## config.mk

```make
export PLATFORM = sky130hd
export DESIGN_NAME = cfg_hdr_locator
export DESIGN_NICKNAME = d
export VERILOG_FILES = /design/src/rtl/cil_pkg.sv /design/src/rtl/cil_seq.sv /design/src/rtl/cil_field_walk.sv /design/src/rtl/cil_sync_det.sv /design/src/rtl/cfg_hdr_locator.sv
export SDC_FILE = /design/constraint.sdc
export NUM_CORES = 1
export LEC_CHECK = 0
export BUFFER_PORTS_ARGS = -buffer_cell sky130_fd_sc_hd__buf_2
export CORE_ASPECT_RATIO = 0.6
export CORE_MARGIN = 2
export CORE_UTILIZATION = 58
export CTS_CLUSTER_SIZE = 14
export DETAILED_ROUTE_END_ITERATION = 16
export PLACE_DENSITY_LB_ADDON = 0.25
export SLEW_MARGIN = 5
export SYNTH_ARGS = -nofsm -noshare
export SYNTH_HDL_FRONTEND = slang
export SYNTH_SLANG_ARGS = --single-unit
```

## constraint.sdc

```tcl
create_clock -name clk_i -period 3.9 [get_ports clk_i]
set_clock_uncertainty 0.15 [all_clocks]
set_input_delay 0.975 -clock clk_i [delete_from_list [all_inputs] [get_ports clk_i]]
set_output_delay 0.975 -clock clk_i [all_outputs]
set_load 0.05 [all_outputs]
```

## src/rtl/cil_pkg.sv

```systemverilog
package cil_pkg;
  typedef enum logic [1:0] {
    ST_IDLE = 2'd0,
    ST_SCAN = 2'd1,
    ST_DONE = 2'd2
  } cil_state_e;

  typedef enum logic {
    SYNC_QUAD_FF = 1'b0,
    SYNC_FF_NIB3 = 1'b1
  } sync_mode_e;

  localparam logic [7:0] SYNC_BYTE = 8'hFF;
  localparam logic [3:0] SYNC_NIB  = 4'h3;
  localparam int         WIN_LEN   = 3;
endpackage

```

## src/rtl/cil_seq.sv

```systemverilog
module cil_seq
  import cil_pkg::*;
#(
  parameter int OFF_W = 32
) (
  input  logic             clk_i,
  input  logic             rst_ni,
  input  logic             start_i,
  input  logic             mode_i,
  input  logic [OFF_W-1:0] size_i,
  input  logic             byte_valid_i,
  output logic             ready_o,
  output logic             acc_o,
  output logic             clr_o,
  output logic             fin_o,
  output logic [OFF_W-1:0] idx_o,
  output sync_mode_e       mode_o
);
  cil_state_e       state_q;
  logic [OFF_W-1:0] size_q;
  logic [OFF_W-1:0] idx_q;
  sync_mode_e       mode_q;
  logic             start_ok;
  logic             last_byte;

  assign start_ok  = start_i && (state_q != ST_SCAN);
  assign ready_o   = (state_q == ST_SCAN);
  assign acc_o     = ready_o && byte_valid_i;
  assign last_byte = (idx_q == size_q - OFF_W'(1));
  assign clr_o     = start_ok;
  assign fin_o     = (state_q == ST_DONE);
  assign idx_o     = idx_q;
  assign mode_o    = mode_q;

  always_ff @(posedge clk_i or negedge rst_ni) begin
    if (!rst_ni) begin
      state_q <= ST_IDLE;
      size_q  <= '0;
      idx_q   <= '0;
      mode_q  <= SYNC_QUAD_FF;
    end else if (start_ok) begin
      size_q  <= size_i;
      mode_q  <= sync_mode_e'(mode_i);
      idx_q   <= '0;
      state_q <= (size_i == '0) ? ST_DONE : ST_SCAN;
    end else if (acc_o) begin
      idx_q <= idx_q + OFF_W'(1);
      if (last_byte) state_q <= ST_DONE;
    end
  end


  idx_in_range_chk: assert property (@(posedge clk_i) disable iff (!rst_ni)
    (state_q == ST_SCAN) |-> (idx_q < size_q));


  busy_start_chk: assert property (@(posedge clk_i) disable iff (!rst_ni)
    (state_q == ST_SCAN && start_i) |=> ($stable(size_q) && $stable(mode_q)));


  empty_image_chk: assert property (@(posedge clk_i) disable iff (!rst_ni)
    (start_i && state_q != ST_SCAN && size_i == '0) |=> (fin_o && !ready_o));
endmodule

```

## src/rtl/cil_field_walk.sv

```systemverilog
module cil_field_walk #(
  parameter int N_FIELDS  = 4,
  parameter int OFF_W     = 32,
  parameter int FIRST_OFF = 15,
  parameter int FIELD_GAP = 3
) (
  input  logic                      clk_i,
  input  logic                      rst_ni,
  input  logic                      clr_i,
  input  logic                      acc_i,
  input  logic [OFF_W-1:0]          idx_i,
  input  logic [7:0]                data_i,
  output logic [N_FIELDS*OFF_W-1:0] field_off_o,
  output logic [N_FIELDS-1:0]       field_vld_o
);
  localparam int CNT_W = $clog2(N_FIELDS + 1);

  logic [CNT_W-1:0] cnt_q;
  logic [OFF_W-1:0] next_q;
  logic             walk_hit;

  assign walk_hit = acc_i && (cnt_q < CNT_W'(N_FIELDS)) && (idx_i == next_q);

  always_ff @(posedge clk_i or negedge rst_ni) begin
    if (!rst_ni) begin
      cnt_q  <= '0;
      next_q <= OFF_W'(FIRST_OFF);
    end else if (clr_i) begin
      cnt_q  <= '0;
      next_q <= OFF_W'(FIRST_OFF);
    end else if (walk_hit) begin
      cnt_q  <= cnt_q + CNT_W'(1);
      next_q <= idx_i + OFF_W'(data_i) + OFF_W'(FIELD_GAP);
    end
  end

  for (genvar k = 0; k < N_FIELDS; k++) begin : g_field
    logic [OFF_W-1:0] off_q;
    logic             vld_q;

    always_ff @(posedge clk_i or negedge rst_ni) begin
      if (!rst_ni) begin
        off_q <= '0;
        vld_q <= 1'b0;
      end else if (clr_i) begin
        off_q <= '0;
        vld_q <= 1'b0;
      end else if (walk_hit && cnt_q == CNT_W'(k)) begin
        off_q <= idx_i;
        vld_q <= 1'b1;
      end
    end

    assign field_off_o[k*OFF_W +: OFF_W] = off_q;
    assign field_vld_o[k]                = vld_q;

    if (k > 0) begin : g_order

      field_order_chk: assert property (@(posedge clk_i) disable iff (!rst_ni)
        vld_q |-> g_field[k-1].vld_q);
    end
  end


  field_cnt_chk: assert property (@(posedge clk_i) disable iff (!rst_ni)
    cnt_q <= CNT_W'(N_FIELDS));


  walk_forward_chk: assert property (@(posedge clk_i) disable iff (!rst_ni)
    (walk_hit && !clr_i) |=> (next_q > $past(idx_i)));
endmodule

```

## src/rtl/cil_sync_det.sv

```systemverilog
module cil_sync_det
  import cil_pkg::*;
#(
  parameter int OFF_W = 32
) (
  input  logic             clk_i,
  input  logic             rst_ni,
  input  logic             clr_i,
  input  logic             acc_i,
  input  logic [OFF_W-1:0] idx_i,
  input  logic [7:0]       data_i,
  input  sync_mode_e       mode_i,
  output logic             found_o,
  output logic [OFF_W-1:0] off_o
);
  logic [7:0]       win_q [WIN_LEN];
  logic             found_q;
  logic [OFF_W-1:0] off_q;
  logic             hit_quad;
  logic             hit_nib;
  logic             hit;
  logic [OFF_W-1:0] hit_off;

  always_comb begin
    hit_quad = (idx_i >= OFF_W'(WIN_LEN)) && (data_i == SYNC_BYTE);
    for (int i = 0; i < WIN_LEN; i++) begin
      hit_quad = hit_quad && (win_q[i] == SYNC_BYTE);
    end
  end

  // Pattern sits one byte back; payload two past the 0xFF.
  assign hit_nib = (idx_i != '0) && (win_q[0] == SYNC_BYTE) && (data_i[7:4] == SYNC_NIB);

  always_comb begin
    unique case (mode_i)
      SYNC_QUAD_FF: begin
        hit     = hit_quad;
        hit_off = idx_i - OFF_W'(WIN_LEN);
      end
      default: begin
        hit     = hit_nib;
        hit_off = idx_i + OFF_W'(1);
      end
    endcase
  end

  always_ff @(posedge clk_i or negedge rst_ni) begin
    if (!rst_ni) begin
      for (int i = 0; i < WIN_LEN; i++) win_q[i] <= '0;
      found_q <= 1'b0;
      off_q   <= '0;
    end else if (clr_i) begin
      for (int i = 0; i < WIN_LEN; i++) win_q[i] <= '0;
      found_q <= 1'b0;
      off_q   <= '0;
    end else if (acc_i) begin
      win_q[0] <= data_i;
      for (int i = 1; i < WIN_LEN; i++) win_q[i] <= win_q[i-1];
      if (!found_q && hit) begin
        found_q <= 1'b1;
        off_q   <= hit_off;
      end
    end
  end

  assign found_o = found_q;
  assign off_o   = off_q;


  first_match_hold_chk: assert property (@(posedge clk_i) disable iff (!rst_ni)
    (found_q && !clr_i) |=> (found_q && $stable(off_q)));


  match_on_byte_chk: assert property (@(posedge clk_i) disable iff (!rst_ni)
    $rose(found_q) |-> $past(acc_i));


  idle_off_zero_chk: assert property (@(posedge clk_i) disable iff (!rst_ni)
    !found_q |-> (off_q == '0));
endmodule

```

## src/rtl/cfg_hdr_locator.sv

```systemverilog
module cfg_hdr_locator
  import cil_pkg::*;
#(
  parameter int N_FIELDS  = 4,
  parameter int OFF_W     = 32,
  parameter int FIRST_OFF = 15,
  parameter int FIELD_GAP = 3
) (
  input  logic                      clk_i,
  input  logic                      rst_ni,
  input  logic                      start_i,
  input  logic                      mode_i,
  input  logic [OFF_W-1:0]          size_i,
  input  logic [7:0]                byte_data_i,
  input  logic                      byte_valid_i,
  output logic                      byte_ready_o,
  output logic [N_FIELDS*OFF_W-1:0] field_off_o,
  output logic [N_FIELDS-1:0]       field_vld_o,
  output logic [OFF_W-1:0]          pay_off_o,
  output logic                      pay_vld_o,
  output logic                      miss_o,
  output logic                      busy_o
);
  logic             acc;
  logic             clr;
  logic             fin;
  logic [OFF_W-1:0] idx;
  sync_mode_e       mode;
  logic             found;

  cil_seq #(.OFF_W(OFF_W)) u_seq (
    .clk_i        (clk_i),
    .rst_ni       (rst_ni),
    .start_i      (start_i),
    .mode_i       (mode_i),
    .size_i       (size_i),
    .byte_valid_i (byte_valid_i),
    .ready_o      (byte_ready_o),
    .acc_o        (acc),
    .clr_o        (clr),
    .fin_o        (fin),
    .idx_o        (idx),
    .mode_o       (mode)
  );

  cil_field_walk #(
    .N_FIELDS  (N_FIELDS),
    .OFF_W     (OFF_W),
    .FIRST_OFF (FIRST_OFF),
    .FIELD_GAP (FIELD_GAP)
  ) u_walk (
    .clk_i       (clk_i),
    .rst_ni      (rst_ni),
    .clr_i       (clr),
    .acc_i       (acc),
    .idx_i       (idx),
    .data_i      (byte_data_i),
    .field_off_o (field_off_o),
    .field_vld_o (field_vld_o)
  );

  cil_sync_det #(.OFF_W(OFF_W)) u_sync (
    .clk_i   (clk_i),
    .rst_ni  (rst_ni),
    .clr_i   (clr),
    .acc_i   (acc),
    .idx_i   (idx),
    .data_i  (byte_data_i),
    .mode_i  (mode),
    .found_o (found),
    .off_o   (pay_off_o)
  );

  assign pay_vld_o = fin && found;
  assign miss_o    = fin && !found;
  assign busy_o    = byte_ready_o;


  verdict_hold_chk: assert property (@(posedge clk_i) disable iff (!rst_ni)
    (pay_vld_o && !start_i) |=> (pay_vld_o && $stable(pay_off_o) && $stable(field_off_o)));


  no_take_after_verdict_chk: assert property (@(posedge clk_i) disable iff (!rst_ni)
    (pay_vld_o || miss_o) |-> !byte_ready_o);
endmodule

```

# Word-level counts from Yosys, hierarchy flattened
# Cells that the tools add are included.
# W data, S select, Z words.
[totals]
reg_bits = 291
out_inout_bits = 168
input_bits = 45
[classes]
add_sub_neg = 6
n_mux = 36
n_reduce_logical = 31
magnitude_cmp = 2
n_eq_ne = 13
[ops]
columns = ["cell", "n"]
rows = [
  ["$mux W32", 16],
  ["$eq A32 B32 Y1", 2],
  ["$mux W24", 2],
  ["$add A32 B1 Y32 const B", 1],
  ["$add A32 B2 Y32 const B", 1],
  ["$add A32 B8 Y32", 1],
  ["$eq A8 B8 Y1 const B", 4],
  ["$ge A32 B2 Y1 const B", 1],
  ["$logic_not A32 Y1", 1],
  ["$reduce_bool A32 Y1", 1],
  ["$sub A32 B1 Y32 const B", 1],
  ["$sub A32 B2 Y32 const B", 1],
  ["$logic_and A1 B1 Y1", 17],
  ["$reduce_bool A2 Y1", 8],
  ["$mux W1", 12],
  ["$mux W2", 4],
  ["$eq A3 B2 Y1 const B", 2],
  ["$mux W3", 2],
  ["$eq A4 B2 Y1 const B", 1],
  ["$reduce_and A2 Y1", 2],
  ["$add A3 B1 Y3 const B", 1],
  ["$eq A3 B1 Y1 const B", 1],
  ["$logic_not A3 Y1", 1],
  ["$lt A3 B3 Y1 const B", 1],
  ["4 further kinds", 4],
]

# Longest topological paths before layout
# Gate-level depths: netlist of run 1.
[logic_depth]
ltp_word = 10
depth_mapped = 16

# Cells and area by module
# A second synthesis of run 1 with hierarchy kept.
[unflattened]
hier_cells = 1687
area_unflattened_um2 = 15965.3
[by_module_without_submodules]
columns = ["mod", "instances", "area_each_um2", "seq_area_each_um2", "cells_per_inst"]
rows = [
  ["cil_field_walk", 1, 8266.7, 4184.0, 791],
  ["cil_seq", 1, 4130.2, 1676.6, 495],
  ["cil_sync_det", 1, 3544.6, 1426.4, 398],
  ["cfg_hdr_locator", 1, 23.8, 0.0, 3],
]

# Worst setup path before layout of run 1
# No wires, ideal clock.
[synth_path]
path_type = "input to register"
startpoint = "input port byte_data_i[1]"
endpoint = "register u_walk.next_q[29]"
setup_time_ns = 0.134
stages = 15
slack_ns = 0.422
t_arrival_ns = 3.194
cell_sequence = "inv_1 -> ha_1 -> inv_1 -> ha_1 -> inv_1 -> fa_1 -> nor2b_1 -> o21ai_0 -> a21boi_0 -> o21ai_0 -> a21oi_1 -> clkbuf_1 -> nand4_1 -> xnor2_1 -> o21ai_0"
[synth_between]
elab_chain_len = 4
[synth_rtl]
columns = ["item", "line", "source"]
rows = [
  ["start: declaration", "cfg_hdr_locator.sv:14", "input logic [7:0] byte_data_i,"],
  ["$add A32 B8 Y32", "cil_field_walk.sv:33", "next_q <= idx_i + OFF_W'(data_i) + OFF_W'(FIELD_GAP);"],
  ["$add A32 B2 Y32", "cil_field_walk.sv:33", ""],
  ["$mux W32", "cil_field_walk.sv:31", "end else if (walk_hit) begin"],
  ["$mux W32", "cil_field_walk.sv:28", "end else if (clr_i) begin"],
  ["end signal: assignment", "cil_field_walk.sv:27", "next_q <= OFF_W'(FIRST_OFF);"],
  ["end signal: assignment", "cil_field_walk.sv:30", "next_q <= OFF_W'(FIRST_OFF);"],
  ["end signal: assignment", "cil_field_walk.sv:33", ""],
  ["end: declaration", "cil_field_walk.sv:19", "logic [OFF_W-1:0] next_q;"],
]
# Every way passes these cells. The select of a mux whose other input is x is not followed.
# A chain may end at the register's enable or synchronous reset.

# Final worst setup path of run 1
[layout_path]
startpoint = "register u_seq.idx_q[2], in the netlist u_seq.idx_o[2]"
endpoint = "register u_sync.off_q[18], in the netlist u_sync.off_o[18]"
[layout_between]
elab_chain_len = 9
elab_cells_between_ends = 18
[layout_rtl]
columns = ["item", "line", "source"]
rows = [
  ["start: declaration", "cil_seq.sv:21", "logic [OFF_W-1:0] idx_q;"],
  ["start signal: assignment", "cil_seq.sv:47", "idx_q <= idx_q + OFF_W'(1);"],
  ["$ge A32 B2 Y1", "cil_sync_det.sv:25", "hit_quad = (idx_i >= OFF_W'(WIN_LEN)) && (data_i == SYNC_BYTE);"],
  ["$logic_and A1 B1 Y1", "cil_sync_det.sv:25", ""],
  ["$logic_and A1 B1 Y1 (3 in series)", "cil_sync_det.sv:27", "hit_quad = hit_quad && (win_q[i] == SYNC_BYTE);"],
  ["$mux W1", "cil_sync_det.sv:35", "unique case (mode_i)"],
  ["$logic_and A1 B1 Y1", "cil_sync_det.sv:59", "if (!found_q && hit) begin"],
  ["$reduce_bool A2 Y1 (no source line)", "--", ""],
  ["$reduce_and A2 Y1 (no source line)", "--", ""],
  ["end signal: assignment", "cil_sync_det.sv:61", "off_q <= hit_off;"],
  ["end: declaration", "cil_sync_det.sv:18", "logic [OFF_W-1:0] off_q;"],
]
# Several ways; a longest one is shown, not always the timed one. The select of a mux whose other input is x is not followed.

==> results of run 1 <==
-- registers in the layout, summed over array words and instances, names as in the netlist, 2 cells and up --
name                  count
u_walk.cnt_q              3
u_walk.g_field.vld_q      4
u_sync.win_q             24
u_seq.size_q             32
u_walk.next_q            32
u_sync.off_o             32
u_walk.g_field.off_q    128
u_seq.idx_o              32
u_seq.state_q             2
-- power by group through the flow --
stage / combinational [W] / sequential, W / clock, W
finish: 0.00213 / 0.00352 / 0.00308
CTS: 0.00207 / 0.00351 / 0.00309
global placement: 0.00201 / 0.00355 / 0
floorplan: 0.00147 / 0.00343 / 0
global route: 0.00232 / 0.00354 / 0.00322
detailed placement: 0.00205 / 0.00356 / 0
-- metal layers --
metal / share of wire / vias to the layer above / global-route usage
met5: 0 / - / 0
met4: 0.020 / 0 / 0.0674
met3: 0.11 / 85 / 0.0930
met2: 0.42 / 763 / 0.478
met1: 0.45 / 6975 / 0.516
li1: - / 6394 / -
-- through the flow --
stage	instances	power, W	hold slack [ns]
global placement	2273	0.00556	0.327
global route	2323	0.00908	0.352
finish	2323	0.00873	0.290
floorplan	1788	0.00490	0.316
detailed placement	2273	0.00561	0.335
CTS	2323	0.00867	0.320
-- cells in the mapped netlist (4+ instances only) --
master,number
nand2_1,429
or4_1,8
o21ai_0,118
ha_1,24
o21a_1,4
inv_1,21
and3_1,12
nand4b_1,4
nor3b_1,4
o22ai_1,4
xor2_1,57
o31ai_1,11
nand2b_1,5
nor4_1,32
buf_2,14
dfstp_2,4
clkbuf_1,124
a21oi_1,139
nand4_1,28
and4_1,10
a22o_1,27
dfrtp_1,287
nor2_1,112
nor4b_1,4
buf_4,7
nor4_2,4
nor2b_1,9
nand3_1,57
mux2i_1,24
and2_1,6
a31oi_1,7
nor3_1,40
or4_4,5
or3_1,9
buf_1,11
xnor2_1,77
-- worst max-delay path, cell delays in order (launching register included) --
cell and delay [ns]:
dfrtp_1 0.58, or4_4 0.54, nor4_2 0.44, nand3_1 0.42, nor4_1 0.39, o22a_2 0.25, buf_12 0.20, a21oi_1 0.07
a21oi_1 0.18, nor2_1 0.07
-- cell type report --
cell class / count / area, µm²
Clock inverter: 13 / 244
Tap cell: 360 / 450
Timing Repair Buffer: 283 / 1700
Sequential cell: 291 / 7290
Fill cell: 2135 / 8320
Clock buffer: 37 / 776
Inverter: 21 / 78.8
Multi-Input combinational cell: 1318 / 7390
-- cells by family after synthesis --
kind of cell    share of synthesized area
simple gates                        0.231
mux                                0.0186
xor+xnor                           0.0763
compound gates                      0.132
fa+ha+maj                          0.0208
flops                               0.474
buf+inv                            0.0475
-- final timing paths --
path / startpoint / to / slack, ns
setup / recovery: u_seq.idx_o[2]$_DFFE_PN0P_ / u_sync.off_o[18]$_DFFE_PN0P_ / 0.43
hold / removal: rst_ni / u_seq.size_q[26]$_DFFE_PN0P_ / 0.29
setup reg to reg: u_seq.idx_o[2]$_DFFE_PN0P_ / u_sync.off_o[18]$_DFFE_PN0P_ / 0.43
hold reg to reg: u_sync.win_q[3]$_DFFE_PN0P_ / u_sync.win_q[3]$_DFFE_PN0P_ / 0.35
max in group asynchronous: rst_ni / u_walk.next_q[0]$_DFFE_PN1P_ / 2.40
min in group clk_i: u_sync.win_q[3]$_DFFE_PN0P_ / u_sync.win_q[3]$_DFFE_PN0P_ / 0.35
==> run_results.csv, run 1 <==
group,metric,value,unit
status,status,"completed",
routing,drt_pass1_iterations,5,
routing,drcViolationCount,0,
routing,avgViaCountPerCell,6.12,
pwr,p_leak,8.69,nW
pwr,internal_power,0.00591,W
yosys,yosysTopAreaCellShare,0.467,
clocking,cts_hold_buf,0,
yosys,synth-edff-count,0,
critical_path,required,4.17,ns
timing,maxSlewViolCount,0,
placement,placed_area,16900,µm²
timing,hold_viol_final,0,
global_route,grt_max_degree,125,
yosys,avgSynthCellArea,8.60,µm²
placement,hpwl,32900,µm
clocking,clkTransAtPathRegs,0.07,ns
yosys,synth_area_leaders,"dfrtp_1, nand2_1, a21oi_1",
clocking,cts_tree,"built",
pwr,p_comb_frac,0.244,
timing,fin_crit_sh,0.890,
final_layout,drive_above_1_share,0.182,
yosys,ys_seq_elements,291,
floorplanning,ios,213,
yosys,syn_inst,1788,
timing,setup_viol,0,
floorplanning,die_h,130,µm
timing,maxSlewHeadroom,0.438,
pwr,vdd_ir_drop_max,0.288,mV
yosys,ys.flop_type,"dfrtp_1",
critical_path,reg2reg_depth,9,
floorplanning,dieWidth,214,µm
routing,ant_nets,0,
clocking,cts.sinks,291,
critical_path,critPathKind,"flop to flop",
yosys,yosysTopAreaCell,"dfrtp_1",
timing,fin_crit,3.47,ns
clocking,cts_max_level,1,
final_layout,design_area,17900,µm²
floorplanning,std_cell_rows,46,
routing,finalWirelength,47900,µm
hold_path,hp-class,"primary input to async pin",
floorplanning,initial_core_util,0.586,
final_layout,fin_nets,2013,
routing,vias,14200,
timing,worst_slack,0.427,ns
timing,max_freq,0.288,GHz
floorplanning,die-area,27900,µm²
final_layout,final_common_cell,"nand2_1",
global_route,antenna_found_initial,0,
yosys,syn_nets,1858,
placement,place.gp.congestion,0.921,
critical_path,worstPathArrival,3.74,ns
timing,tightest_slew,0.835,ns
global_route,grt_pass1_wl,74000,µm
timing,tns,0,ns
routing,drtIter0Drc,1783,
yosys,ys_seq_area_frac,0.474,
global_route,grt_overflow,0,
global_route,grt_pass1_vias,12900,
clocking,numCtsBuffers,28,
yosys,ys_warn_count,0,
clocking,clk_latency,0.57,ns
yosys,async_reset_ff_frac,1.00,
run,cap_violations,0,
floorplanning,placeableCoreArea,26200,µm²
pwr,powerDensity,487,nW/µm²
pwr,p_switching,0.00282,W
yosys,netlist-cell-type-count,70,
final_layout,antennaDiodeCount,0,
critical_path,crit_fanout,27,
critical_path,startpoint_type,"flop",
clocking,cts_buffer_depth,3,
timing,rsz0062_at_grt,"false",
critical_path,setup.worst_path.end_class,"flop",
pwr,pwr-share-clk,0.353,
clocking,cts_resized,0,
final_layout,area_growth,16.6,%
final_layout,post-route-util,0.683,
clocking,root_buffer,"clkbuf_16",
pwr,seqPwrFrac,0.403,
pwr,power.share.switching,0.323,
yosys,syn-cell-area,15400,µm²
clocking,post_cts_buffers,0,
final_layout,final_cell_mix,"nand2_1, dfrtp_1, buf_2",
global_route,grtUsageTotal,0.337,
routing,routedWlPerCell,20.6,µm
placement,post-place-ws,0.110,ns
placement,io_buffers,212,
No activity file was read; power rests on OpenSTA's default activity.
==> run 2: changes to the inputs <==
==> constraint.sdc (replaced) <==
create_clock -name clk_i -period 3.9 [get_ports clk_i]
set_clock_uncertainty 0.15 [all_clocks]
set_input_delay 0.78 -clock clk_i [delete_from_list [all_inputs] [get_ports clk_i]]
set_output_delay 0.78 -clock clk_i [all_outputs]
set_load 0.05 [all_outputs]
==> run 2 against run 1 <==
Core utilization shrank 0.33 points. Power shrank 2.2%. First-iteration DRC count shrank 9.7%. Setup slack lost 0.13 ns. Die area is the same. Combinational power is essentially flat. Via count is essentially flat. Fmax shrank 3.7%. Sequential cell count is the same.
==> run_results.csv, run 2 (synthesis gave the netlist of run 1 again) <==
group,metric,value,unit
pwr,pwr-share-clk,0.336,
timing,fin_crit,3.61,ns
clocking,cts_buffer_depth,3,
timing,rsz0062_at_grt,"false",
clocking,cts_tree,"built",
routing,avgViaCountPerCell,6.14,
final_layout,final_cell_mix,"nand2_1, dfrtp_1, buf_2",
pwr,p_leak,8.64,nW
final_layout,drive_above_1_share,0.180,
critical_path,startpoint_type,"flop",
clocking,clk_latency,0.56,ns
global_route,grt_max_degree,115,
final_layout,design_area,17800,µm²
floorplanning,placeableCoreArea,26200,µm²
final_layout,fill_cells,2164,
timing,tns,0,ns
clocking,cts_resized,0,
final_layout,area_growth,16.0,%
pwr,p_switching,0.00278,W
pwr,seqPwrFrac,0.412,
timing,fin_crit_sh,0.925,
global_route,use_met1,0.510,
clocking,cts_max_level,1,
critical_path,critPathKind,"flop to flop",
clocking,cts_hold_buf,0,
timing,hold_viol_final,0,
critical_path,worstPathArrival,3.88,ns
routing,finalWirelength,47800,µm
clocking,post_cts_buffers,0,
critical_path,rrSetupSlack,0.29,ns
global_route,grt_pass1_vias,13100,
clocking,numCtsBuffers,28,
global_route,grtUsageTotal,0.337,
routing,drcViolationCount,0,
pwr,p_comb_frac,0.252,
final_layout,regMostFlops,"u_walk.g_field.off_q",
final_layout,regArea,7290,µm²
routing,vias,14200,
placement,placed_area,16900,µm²
global_route,antenna_found_initial,0,
floorplanning,initial_core_util,0.586,
clocking,root_buffer,"clkbuf_16",
pwr,powerDensity,478,nW/µm²
placement,place.gp.congestion,0.917,
timing,maxSlewViolCount,0,
floorplanning,std_cell_rows,46,
placement,hpwl,33200,µm
floorplanning,dieWidth,214,µm
critical_path,reg2reg_depth,8,
timing,tightest_slew,0.878,ns
pwr,vdd_ir_drop_max,0.328,mV
final_layout,post-route-util,0.680,
floorplanning,ios,213,
run,cap_violations,0,
final_layout,largest_reg_flops,128,
critical_path,setup.worst_path.end_class,"flop",
timing,max_freq,0.277,GHz
routing,routedWlPerCell,20.6,µm
floorplanning,die_h,130,µm
routing,ant_nets,0,
critical_path,required,4.18,ns
pwr,internal_power,0.00575,W
placement,io_buffers,212,
global_route,grt_util_met2,0.489,
timing,maxSlewHeadroom,0.415,
clocking,cts.sinks,291,
critical_path,crit_fanout,19,
final_layout,final_common_cell,"nand2_1",
global_route,gr-usage-met3,0.0865,
status,status,"completed",
pwr,power.share.switching,0.326,
global_route,grt_pass1_wl,73700,µm
final_layout,antennaDiodeCount,0,
global_route,grt_overflow,0,
floorplanning,die-area,27900,µm²
critical_path,endpoint,"u_sync.off_o[10]$_DFFE_PN0P_",
timing,setup_viol,0,
clocking,clkTransAtPathRegs,0.06,ns
routing,drt_pass1_iterations,6,
hold_path,hp-class,"primary input to async pin",
final_layout,multi_input_area,7390,µm²
critical_path,startpoint,"u_seq.idx_o[3]$_DFFE_PN0P_",
routing,drtIter0Drc,1610,
final_layout,fin_nets,2009,
global_route,busiest_layer,"met1",
critical_path,timing.rr.end,"u_sync.off_o[10]$_DFFE_PN0P_",
critical_path,r2r-start,"u_seq.idx_o[3]$_DFFE_PN0P_",
run 2: critical path, stage by stage, from the launching register on:
cell and delay, ns:
dfrtp_1 0.62, or4_4 0.63, nor4_2 0.48, nand3_1 0.33, nor4b_1 0.43, o22a_2 0.28, buf_4 0.27, mux2i_1 0.23
nor2_1 0.06
run 2: power by group through the flow:
| stage | Combinational (W) | Clock (W) | Sequential [W] |
|---|---|---|---|
| detailed placement | 0.00206 | 0 | 0.00356 |
| CTS | 0.00208 | 0.00289 | 0.00351 |
| global placement | 0.00203 | 0 | 0.00356 |
| finish | 0.00215 | 0.00286 | 0.00352 |
| global route | 0.00233 | 0.00300 | 0.00355 |
| floorplan | 0.00147 | 0 | 0.00343 |
run 2: through the flow:
step           hold slack, ns  total power [W]  std cells  setup WS, ns
4_1_cts                 0.142          0.00848       2319         0.364
5_1_grt                 0.170          0.00888       2319         0.172
3_3_place_gp            0.326          0.00559       2269         0.352
2_1_floorplan           0.316          0.00490       1788         0.617
3_5_place_dp            0.332          0.00563       2269         0.272
6_report                0.118          0.00853       2319         0.293
run 2: layer usage:
metal / wire, µm / share of wire
met5: 0 / 0
met4: 982 / 0.021
met3: 5580 / 0.12
met1: 21000 / 0.44
met2: 20200 / 0.42
run 2: layout make-up:
| cell class | instances | share of cell area |
|---|---|---|
| Tap cell | 360 | 0.0252 |
| Multi-Input combinational cell | 1318 | 0.414 |
| Clock inverter | 7 | 0.00638 |
| Timing Repair Buffer | 279 | 0.0938 |
| Clock buffer | 43 | 0.0475 |
| Inverter | 21 | 0.00442 |
| Sequential cell | 291 | 0.408 |
run 2: worst min-delay path by stage:
stage | start | cells past startpoint | end
floorplan | u_sync.win_q[3]$_DFFE_PN0P_ | 1 | u_sync.win_q[3]$_DFFE_PN0P_
global placement | u_walk.g_field[1].vld_q$_DFFE_PN0P_ | 2 | u_walk.g_field[1].vld_q$_DFFE_PN0P_
detailed placement | u_walk.g_field[0].vld_q$_DFFE_PN0P_ | 2 | u_walk.g_field[0].vld_q$_DFFE_PN0P_
CTS | rst_ni | 1 | u_seq.size_q[26]$_DFFE_PN0P_
global route | rst_ni | 1 | u_seq.size_q[25]$_DFFE_PN0P_
finish | rst_ni | 1 | u_seq.size_q[26]$_DFFE_PN0P_
==> run 3: changes to the inputs <==
--- a/config.mk
+++ b/config.mk
@@ -8,7 +8,7 @@
 export BUFFER_PORTS_ARGS = -buffer_cell sky130_fd_sc_hd__buf_2
 export CORE_ASPECT_RATIO = 0.6
 export CORE_MARGIN = 2
-export CORE_UTILIZATION = 58
+export CORE_UTILIZATION = 30
 export CTS_CLUSTER_SIZE = 14
 export DETAILED_ROUTE_END_ITERATION = 16
 export PLACE_DENSITY_LB_ADDON = 0.25
==> run 3 against run 2 <==
Critical path depth stayed put. Setup slack better by 0.26 ns. Worst hold slack improved by 0.037 ns. Via count down 3.3%. Sequential cell count unchanged. Final cell count grew 15%. Combinational power about the same. Sequential power about the same. Register-to-register slack better by 0.26 ns. Power rose by 4.9%. Cell area up 3.6%. Global-route usage decreased by 14 points. Largest cell class unchanged. Largest power group unchanged.
==> run_results.csv, run 3 (synthesis gave the netlist of run 1 again) <==
group,metric,value,unit
timing,fin_crit,3.35,ns
timing,tns,0,ns
pwr,powerDensity,484,nW/µm²
timing,rsz0062_at_grt,"false",
clocking,clk_latency,0.53,ns
final_layout,final_cell_mix,"nand2_1, dfrtp_1, buf_2",
timing,tightest_slew,1.02,ns
critical_path,startpoint_type,"flop",
routing,avgViaCountPerCell,5.15,
placement,hpwl,37600,µm
global_route,grtUsageTotal,0.196,
clocking,cts_buffer_depth,3,
global_route,grt_pass1_vias,13100,
final_layout,final_common_cell,"nand2_1",
floorplanning,std_cell_rows,64,
global_route,antenna_found_initial,0,
clocking,root_buffer,"clkbuf_16",
clocking,cts_tree,"built",
final_layout,fill_cells,5274,
critical_path,required,4.12,ns
floorplanning,initial_core_util,0.303,
timing,maxSlewHeadroom,0.323,
clocking,cts.sinks,291,
final_layout,regMostFlops,"u_walk.g_field.off_q",
final_layout,drive_above_1_share,0.190,
timing,setup_viol,0,
clocking,numCtsBuffers,34,
floorplanning,placeableCoreArea,50800,µm²
clocking,clkTransAtPathRegs,0.06,ns
final_layout,largest_reg_flops,128,
clocking,cts_hold_buf,0,
critical_path,critPathKind,"flop to flop",
timing,fin_crit_sh,0.859,
floorplanning,ios,213,
floorplanning,die_h,179,µm
critical_path,crit_fanout,25,
final_layout,fin_nets,2023,
critical_path,setup.worst_path.end_class,"flop",
timing,max_freq,0.299,GHz
placement,io_buffers,212,
status,status,"completed",
routing,finalWirelength,53200,µm
routing,drtIter0Drc,1338,
routing,drt_pass1_iterations,5,
run,cap_violations,0,
clocking,cts_resized,0,
pwr,vdd_ir_drop_max,0.243,mV
routing,vias,13800,
timing,maxSlewViolCount,0,
global_route,grt_pass1_wl,80700,µm
global_route,grt_overflow,0,
clocking,post_cts_buffers,0,
floorplanning,die-area,53100,µm²
routing,routedWlPerCell,19.9,µm
global_route,grt_max_degree,111,
timing,hold_viol_final,0,
placement,place.gp.congestion,0.908,
pwr,p_leak,8.77,nW
routing,ant_nets,0,
hold_path,hp-class,"primary input to async pin",
final_layout,antennaDiodeCount,0,
routing,drcViolationCount,0,
clocking,cts_max_level,2,
pwr,total_power,0.00895,W
critical_path,r2r-start,"u_seq.idx_o[2]$_DFFE_PN0P_",
floorplanning,dieWidth,296,µm
critical_path,startpoint,"u_seq.idx_o[2]$_DFFE_PN0P_",
critical_path,worstPathArrival,3.56,ns
final_layout,area_growth,20.2,%
==> run 3: layer usage <==
layer,wire (µm),track usage
met1,25500,0.293
met2,22600,0.286
met3,4190,0.0458
met4,898,0.0440
met5,0,0
==> run 3: worst max-delay path, stage by stage, from the launching register on <==
cell	delay [ns]
dfrtp_1	0.59
or4_4	0.54
nor4_2	0.38
nand3_1	0.33
nor4b_1	0.38
o22a_2	0.32
buf_12	0.21
mux2i_1	0.20
nor2_1	0.06
==> run 3: area by class of cell <==
| class | count | area [µm²] | area share |
|---|---|---|---|
| timing repair buffer | 287 | 1730 | 0.0938 |
| inverter | 21 | 78.8 | 0.00426 |
| clock inverter | 18 | 175 | 0.00948 |
| clock buffer | 42 | 952 | 0.0515 |
| tap | 693 | 867 | 0.0469 |
| multi-input combinational | 1318 | 7390 | 0.400 |
| sequential | 291 | 7290 | 0.394 |
==> run 3: worst paths after layout <==
kind | to | slack, ns | depth (start not counted)
hold reg to reg | u_walk.g_field[0].vld_q$_DFFE_PN0P_ | 0.34 | 2
setup reg to reg | u_sync.off_o[22]$_DFFE_PN0P_ | 0.55 | 8
hold / removal | u_walk.g_field[2].off_q[22]$_DFFE_PN0P_ | 0.15 | 1
max in group asynchronous | u_walk.next_q[17]$_DFFE_PN0P_ | 2.50 | 2
min in group clk_i | u_seq.size_q[21]$_DFFE_PN0P_ | 0.32 | 3
setup / recovery | u_sync.off_o[22]$_DFFE_PN0P_ | 0.55 | 8
==> run 3: report_power, final <==
group | total [W] | internal, W | leakage (nW) | switching (W)
Combinational | 0.00214 | 0.000829 | 4.25 | 0.00131
Sequential | 0.00353 | 0.00322 | 3.96 | 0.000308
Clock | 0.00329 | 0.00194 | 0.568 | 0.00135
==> run 3: per-stage QoR <==
stage          worst slack (ns)  instance area [µm²]   util  std cells  hold WS (ns)
3_5_place_dp              0.311                17400  0.342       2610         0.334
6_report                  0.552                18500  0.364       2670         0.154
5_1_grt                   0.305                18500  0.364       2670         0.250
2_1_floorplan             0.617                15400      -       1788         0.316
4_1_cts                   0.537                18500  0.364       2670         0.225
3_3_place_gp              0.279                17400  0.342       2610         0.328
